File: src/rtl/fp_cond_pkg.sv
package fp_cond_pkg;

   typedef enum logic [1:0] {
      SGN_NONE = 2'b00,
      SGN_POS  = 2'b01,
      SGN_NEG  = 2'b10,
      SGN_ANY  = 2'b11
   } sign_sel_e;

   typedef struct packed {
      logic      legal;
      logic      unaware;
      logic      nan_or;
      sign_sel_e sgn;
      logic      zero_or;
   } pred_fields_t;

endpackage

File: src/rtl/fp_pred_decode.sv
module fp_pred_decode
   import fp_cond_pkg::*;
#(
   parameter int PRED_W = 6
) (
   input  logic [PRED_W-1:0] pred,
   output pred_fields_t      fields
);

   localparam int COND_W = 5;

   logic legal;

   generate
      if (PRED_W < COND_W) begin : g_bad
         $error("fp_pred_decode: PRED_W must be at least 5");
         assign legal = 1'b0;
      end else if (PRED_W == COND_W) begin : g_nohi
         assign legal = 1'b1;
      end else begin : g_hi
         assign legal = (pred[PRED_W-1:COND_W] == '0);
      end
   endgenerate

   always_comb begin
      fields.legal   = legal;
      fields.unaware = pred[4];
      fields.nan_or  = pred[3];
      fields.sgn     = sign_sel_e'(pred[2:1]);
      fields.zero_or = pred[0];
   end

endmodule

File: src/rtl/fp_pred_logic.sv
module fp_pred_logic
   import fp_cond_pkg::*;
(
   input  pred_fields_t fields,
   input  logic         flag_nan,
   input  logic         flag_neg,
   input  logic         flag_zero,
   output logic         result
);

   logic base_t;
   logic sign_t;
   logic and_t;
   logic zero_t;

   always_comb begin
      base_t = fields.nan_or ? 1'b1 : ~flag_nan;
      unique case (fields.sgn)
         SGN_NONE: sign_t = 1'b0;
         SGN_POS:  sign_t = ~flag_neg;
         SGN_NEG:  sign_t = flag_neg;
         default:  sign_t = 1'b1;
      endcase
      and_t  = base_t & sign_t;
      zero_t = fields.zero_or ? (and_t | flag_zero) : (and_t & ~flag_zero);
      result = fields.legal & (zero_t | (fields.nan_or & flag_nan));
   end

endmodule

File: src/rtl/fp_stat_update.sv
module fp_stat_update #(
   parameter int STAT_W   = 32,
   parameter int BSUN_BIT = 15,
   parameter int AIOP_BIT = 7
) (
   input  logic              clk,
   input  logic              rst_n,
   input  logic [STAT_W-1:0] stat_in,
   input  logic              legal,
   input  logic              unaware,
   input  logic              flag_nan,
   input  logic              wr_en,
   output logic [STAT_W-1:0] stat_next,
   output logic [STAT_W-1:0] stat_q
);

   logic raise_bsun;
   logic bsun_now;

   always_comb begin
      raise_bsun = legal & unaware & flag_nan;
      bsun_now   = stat_in[BSUN_BIT] | raise_bsun;
      stat_next  = stat_in;
      if (legal) begin
         stat_next[BSUN_BIT] = bsun_now;
         if (bsun_now) stat_next[AIOP_BIT] = 1'b1;
      end
   end

   always_ff @(posedge clk or negedge rst_n) begin
      if (!rst_n)                stat_q <= '0;
      else if (wr_en && legal)   stat_q <= stat_next;
   end

endmodule

File: src/rtl/fp_cond_eval.sv
module fp_cond_eval
   import fp_cond_pkg::*;
#(
   parameter int PRED_W   = 6,
   parameter int STAT_W   = 32,
   parameter int NEG_BIT  = 27,
   parameter int ZERO_BIT = 26,
   parameter int NAN_BIT  = 24,
   parameter int BSUN_BIT = 15,
   parameter int AIOP_BIT = 7
) (
   input  logic              clk,
   input  logic              rst_n,
   input  logic [PRED_W-1:0] pred_i,
   input  logic [STAT_W-1:0] stat_i,
   input  logic              update_i,
   output logic              cond_true_o,
   output logic              illegal_o,
   output logic [STAT_W-1:0] stat_next_o,
   output logic [STAT_W-1:0] stat_q_o
);

   localparam int MAX_BIT = STAT_W - 1;

   generate
      if (NEG_BIT > MAX_BIT || ZERO_BIT > MAX_BIT || NAN_BIT > MAX_BIT ||
          BSUN_BIT > MAX_BIT || AIOP_BIT > MAX_BIT) begin : g_range_chk
         $error("fp_cond_eval: a flag position lies outside the status word");
      end
      if (NEG_BIT == ZERO_BIT || NEG_BIT == NAN_BIT || ZERO_BIT == NAN_BIT ||
          BSUN_BIT == AIOP_BIT) begin : g_overlap_chk
         $error("fp_cond_eval: flag positions overlap");
      end
   endgenerate

   pred_fields_t fields;
   logic         flag_nan;

   assign flag_nan  = stat_i[NAN_BIT];
   assign illegal_o = ~fields.legal;

   fp_pred_decode #(.PRED_W(PRED_W)) u_decode (
      .pred   (pred_i),
      .fields (fields)
   );

   fp_pred_logic u_logic (
      .fields    (fields),
      .flag_nan  (flag_nan),
      .flag_neg  (stat_i[NEG_BIT]),
      .flag_zero (stat_i[ZERO_BIT]),
      .result    (cond_true_o)
   );

   fp_stat_update #(
      .STAT_W   (STAT_W),
      .BSUN_BIT (BSUN_BIT),
      .AIOP_BIT (AIOP_BIT)
   ) u_stat (
      .clk       (clk),
      .rst_n     (rst_n),
      .stat_in   (stat_i),
      .legal     (fields.legal),
      .unaware   (fields.unaware),
      .flag_nan  (flag_nan),
      .wr_en     (update_i),
      .stat_next (stat_next_o),
      .stat_q    (stat_q_o)
   );

   assert_illegal_false_R1: assert property (@(posedge clk) disable iff (!rst_n)
      illegal_o |-> !cond_true_o);

   assert_illegal_hold_R2: assert property (@(posedge clk) disable iff (!rst_n)
      (update_i && illegal_o) |=> $stable(stat_q_o));

   assert_nan_true_R4: assert property (@(posedge clk) disable iff (!rst_n)
      (!illegal_o && pred_i[3] && stat_i[NAN_BIT]) |-> cond_true_o);

   assert_never_always_R7: assert property (@(posedge clk) disable iff (!rst_n)
      (!illegal_o && pred_i[3:0] == 4'h0) |-> !cond_true_o);

   assert_unordered_flag_R8: assert property (@(posedge clk) disable iff (!rst_n)
      (!illegal_o && pred_i[4] && stat_i[NAN_BIT]) |-> stat_next_o[BSUN_BIT]);

   assert_accrued_follows_R9: assert property (@(posedge clk) disable iff (!rst_n)
      stat_q_o[BSUN_BIT] |-> stat_q_o[AIOP_BIT]);

   assert_hold_no_strobe_R11: assert property (@(posedge clk) disable iff (!rst_n)
      !update_i |=> $stable(stat_q_o));

endmodule

File: config.mk
export PLATFORM = sky130hd
export DESIGN_NAME = fp_cond_eval
export DESIGN_NICKNAME = d
export VERILOG_FILES = /design/src/rtl/fp_cond_pkg.sv /design/src/rtl/fp_pred_decode.sv /design/src/rtl/fp_pred_logic.sv /design/src/rtl/fp_stat_update.sv /design/src/rtl/fp_cond_eval.sv
export SDC_FILE = /design/constraint.sdc
export NUM_CORES = 1
export LEC_CHECK = 0
export BUFFER_PORTS_ARGS = -buffer_cell sky130_fd_sc_hd__buf_2
export CAP_MARGIN = 20
export CORE_MARGIN = 1.5
export CORE_UTILIZATION = 38
export DETAILED_ROUTE_END_ITERATION = 10
export GPL_TIMING_DRIVEN = 0
export PLACE_DENSITY = 0.76
export SYNTH_ARGS = -nofsm -noshare
export SYNTH_HDL_FRONTEND = slang
export SYNTH_SLANG_ARGS = --single-unit
export TNS_END_PERCENT = 30
File: constraint.sdc
create_clock -name clk -period 0.8 [get_ports clk]
set_input_delay 0.08 -clock clk [delete_from_list [all_inputs] [get_ports clk]]
set_output_delay 0.08 -clock clk [all_outputs]
set_load 0.02 [all_outputs]
# After elaboration in Yosys (flattened, before gate mapping)
# Index checks and enable logic that the tools add are counted.
[classes]
add_sub_neg = 0
mul = 0
n_div = 0
n_lt_le_gt_ge = 0
n_eq_ne = 2
shifts = 0
muxes = 6
bitwise = 13
reduce_logical = 2
[ops]
columns = ["op", "count"]
rows = [
  ["1-bit AND", 6],
  ["1-bit 2-to-1 mux", 5],
  ["1-bit NOT", 4],
  ["1-bit OR", 3],
  ["1-bit one-hot mux with 3 select lines", 1],
  ["2-bit by 1-bit equality test with 1-bit output, second input constant", 1],
  ["2-bit equality test, second input constant", 1],
  ["2-bit logical NOT", 1],
  ["1-bit logical AND", 1],
]
[totals]
ff_bits = 32
latch_bits = 0
ramBits = 0
romBits = 0
in_bits = 41
output_inout_bits = 66
word_cells = 24
n_memories = 0

# Longest topological paths before layout
[depth]
depth_word = 7
mapped_depth = 4
ltp_nobuf = 2

# Modules after synthesis
# Synthesis repeated with hierarchy kept, for this count alone.
[unflattened]
hier_cells = 118
hier_area_um2 = 1656.6
[modules_own_cells]
columns = ["mod", "instances", "cells_per_inst", "area_per_inst_um2", "seq_area_each_um2"]
rows = [
  ["fp_stat_update", 1, 105, 1567.8, 800.8],
  ["fp_pred_decode", 1, 7, 48.8, 0.0],
  ["fp_pred_logic", 1, 5, 36.3, 0.0],
  ["fp_cond_eval", 1, 1, 3.8, 0.0],
]

# Least setup slack after synthesis
# No wires, ideal clock.
[synth_path]
path_type = "input to register"
startpoint = "input port update_i"
endpoint = "register u_stat.stat_q[0]"
setup_time_ps = 125
arrival_time_ps = 797
required_time_ps = 675
slack_ps = -122
stages = 4
path_buffers = 2
path_cell_list = "nor2b_1 > buf_6 > buf_8 > mux2_4"
[synth_between]
elab_chain_cells = 1
[synth_rtl]
columns = ["item", "line", "text"]
rows = [
  ["start, declared", "fp_cond_eval.sv:16", "input logic update_i,"],
  ["1-bit logical AND", "fp_stat_update.sv:32", "else if (wr_en && legal) stat_q <= stat_next;"],
  ["end signal, assigned", "fp_stat_update.sv:32", ""],
  ["end, declared", "fp_stat_update.sv:14", "output logic [STAT_W-1:0] stat_q"],
]
# No other way between the ends.
# A chain may end at the register's enable or synchronous reset.

# Worst setup path after layout
[layout_path]
startpoint = "input port stat_i[26]"
endpoint = "output port cond_true_o"
[layout_between]
elab_chain_cells = 5
elab_cells_between_ends = 6
cone_classes = "mux (1); bitwise (5)"
[layout_rtl]
columns = ["item", "line", "text"]
rows = [
  ["start, declared", "fp_cond_eval.sv:15", "input logic [STAT_W-1:0] stat_i,"],
  ["1-bit NOT", "fp_pred_logic.sv:25", "zero_t = fields.zero_or ? (and_t | flag_zero) : (and_t & ~flag_zero);"],
  ["1-bit AND", "fp_pred_logic.sv:25", ""],
  ["1-bit 2-to-1 mux *", "fp_pred_logic.sv:25", ""],
  ["1-bit OR *", "fp_pred_logic.sv:26", "result = fields.legal & (zero_t | (fields.nan_or & flag_nan));"],
  ["1-bit AND *", "fp_pred_logic.sv:26", ""],
  ["end, declared", "fp_cond_eval.sv:17", "output logic cond_true_o,"],
]
# Mark *: on every way between the ends. The rest lies on a longest branch, timed or not.

==> flow_summary.json <==
{
  "core_area_um2": 4090,
  "clock_latency_ns": 0.28,
  "cap_violations": 0,
  "port_buffers": 106,
  "slew_headroom_pct": 50.5,
  "place_ws_ns": -0.286,
  "fin_crit_sh_pct": 118,
  "ioPinCount": 107,
  "violations": "hold timing, setup timing",
  "synth_top_family_by_area": "multiplexers",
  "routed_wl_um": 3710,
  "vias": 1236,
  "layout.cells.non_filler": 285,
  "synth_cell_types": 18,
  "cts_sinks": 32,
  "antenna_found_initial": 0,
  "via_per_inst": 4.34,
  "layout.nets": 275,
  "synth-compound-area-share_pct": 1.82,
  "drc_errors": 0,
  "hold_class": "in -> async",
  "yosysTopAreaCellShare_pct": 48.5,
  "ant_nets": 0,
  "areaGrowthSynthToFinish_pct": 57.4,
  "design_area_um2": 2600,
  "dr.pass1.iters": 4,
  "h-tree-depth": 2,
  "synth_xor_area_share_pct": 0,
  "dieArea_um2": 4750,
  "p_sw_share_pct": 28.2,
  "outcome": "complete, but fails checks",
  "r2r_slack_ns": -0.11,
  "p_total_mw": 5.51,
  "intPower_mw": 3.96,
  "muxShareOfSynthArea_pct": 27.4,
  "p_sw_mw": 1.56,
  "rsz0062_at_grt": "true",
  "synthCells": 112,
  "fin_worst_skew_ns": 0,
  "leakagePower_nw": 1.38,
  "track_usage_pct": 15.6,
  "cts_tree": "done",
  "drive_gt1_share_pct": 80.4,
  "synthesis.nets": 153,
  "timing.hold.ws_ns": -0.139,
  "rows": 23,
  "endpoint": "cond_true_o",
  "p_comb_share_pct": 32.8,
  "path_clk_slew_ns": 0.07,
  "largest_reg_flops": 32,
  "r2r_cells": 2,
  "utilization_pct": 63.6,
  "regMostFlops": "u_stat.stat_q",
  "worst_pin_slew_ns": 0.743,
  "min_period_ns": 0.944,
  "power.density_nw_per_um2": 2120,
  "critPathRequiredTime_ns": 0.72,
  "root_buffer": "clkbuf_8",
  "start_util_pct": 40.4,
  "yosys.area_share.simple_pct": 4.09,
  "synthAdderAreaFrac_pct": 0,
  "max_freq_ghz": 1.06,
  "diodes": 0,
  "cts_buffers": 5,
  "dp_hpwl_um": 2610,
  "grt_first_pass_wirelength_um": 5360,
  "synthTopCellsByArea": "dfrtp_1 49%, mux2_4 25%, buf_4 14%",
  "clk_path_buf_depth": 2,
  "synth.avg_cell_area_um2": 14.7,
  "worstPathMaxFanout": 2,
  "r2r_end": "u_stat.stat_q[0]$_DFFE_PN0P_",
  "cp-end-kind": "primary output",
  "synth_seq_cells": 32,
  "place_area_um2": 2250,
  "setup_viol": 42,
  "place.gp.congestion": 0.674,
  "cp_data_arrival_time_ns": 0.86,
  "drtIter0Drc": 42,
  "fp.dieW_um": 68.9,
  "grt_start_max_net_pins": 33,
  "hold_violations": 32,
  "grt_pass1_vias": 1200,
  "finalMaxSlewViolations": 0,
  "crit_start": "stat_i[26]",
  "pwr-share-clk_pct": 30.6,
  "yosysTopAreaCell": "dfrtp_1",
  "ys_seq_area_share_pct": 48.5,
  "final.setup.worst_slack_ns": -0.144,
  "die_height_um": 68.9,
  "globalRouteOverflowTotal": 0,
  "largest_registers": "u_stat.stat_q: 32 flops",
  "ir_drop_mv": 1.08,
  "ys_warn_count": 0,
  "dp_cells": 268,
  "syn-cell-area_um2": 1650,
  "detail_route.wl_per_cell_um": 13.0,
  "path_class": "in -> out",
  "startpoint_type": "input pin",
  "rr_startpoint": "u_stat.stat_q[0]$_DFFE_PN0P_",
  "power.share.sequential_pct": 36.6
}
[cells in the final DEF (no fill, tap or decap), types with 2 or more instances in the layout]
cell and count:
buf_6 21, buf_8 2, clkbuf_8 7, buf_2 83, buf_12 3, a2bb2oi_1 2, dfrtp_1 32, buf_4 41
nand3b_1 3, mux2_2 2, mux2_4 28
[synth_stat cells]
cell / number
buf_12: 2
mux2_4: 28
o211ai_1: 1
nor4b_1: 1
nor2_1: 1
buf_6: 1
nor2b_1: 2
mux2i_1: 1
dfrtp_1: 32
nor3b_1: 1
buf_4: 31
mux2_2: 2
buf_8: 1
nand2b_1: 1
a2bb2oi_1: 2
or3_1: 1
nand3b_1: 3
a21oi_1: 1
[cells by family after synthesis]
family | Yosys count
AOI/OAI and AO/OA | 4
muxes | 31
and+or+nand+nor | 10
buffers and inverters | 35
DFF | 32
[timing repair]
action	CTS	global route
gates resized for setup	27	21
setup buffers	4	5
pin swaps	2	1
hold endpoints to repair	32	32
setup endpoints to repair	35	39
[metal layers]
metal  part of all wire, %  track usage [%]  up-vias
met5                     0                0        -
met4                   1.4             5.88        0
li1                      -                -      595
met1                    41             18.1      571
met3                   8.1             6.33        6
met2                    50             25.7       64
[final cells by class]
type / instances / area [um2]
plain buffers: 35 / 299
clock buffers: 7 / 96.3
clock inverters: 1 / 30.0
fillers: 315 / 1490
multi-input cells: 45 / 558
flip-flops and latches: 32 / 801
well taps: 50 / 62.6
repair buffers: 115 / 751
[power by group through the flow]
stage	clock network (mW)	logic (mW)	registers [mW]
CTS	1.74	1.68	2.00
global placement	0	1.51	2.00
finish	1.69	1.81	2.02
floorplan	0	0.692	2.30
global route	1.81	1.92	2.04
detailed placement	0	1.54	2.00
[worst min-delay path by stage]
stage,to,startpoint,slack (ns)
finish,u_stat.stat_q[10]$_DFFE_PN0P_,rst_n,-0.14
global route,u_stat.stat_q[8]$_DFFE_PN0P_,rst_n,-0.09
CTS,u_stat.stat_q[10]$_DFFE_PN0P_,rst_n,-0.13
detailed placement,u_stat.stat_q[15]$_DFFE_PN0P_,rst_n,0.18
global placement,u_stat.stat_q[7]$_DFFE_PN0P_,rst_n,0.17
floorplan,u_stat.stat_q[0]$_DFFE_PN0P_,rst_n,-0.22
[critical path, cell delays in order]
cell      delay [ns]
buf_8           0.09
or3_1           0.35
o211ai_1        0.17
buf_4           0.17
[through the flow]
stage	hold slack (ns)	setup TNS, ns
6_report	-0.139	-4.03
5_1_grt	-0.0901	-5.36
4_1_cts	-0.133	-4.03
3_5_place_dp	0.182	-8.53
3_3_place_gp	0.166	-8.23
2_1_floorplan	-0.216	-2.29
(Power assumes the default switching activity.)
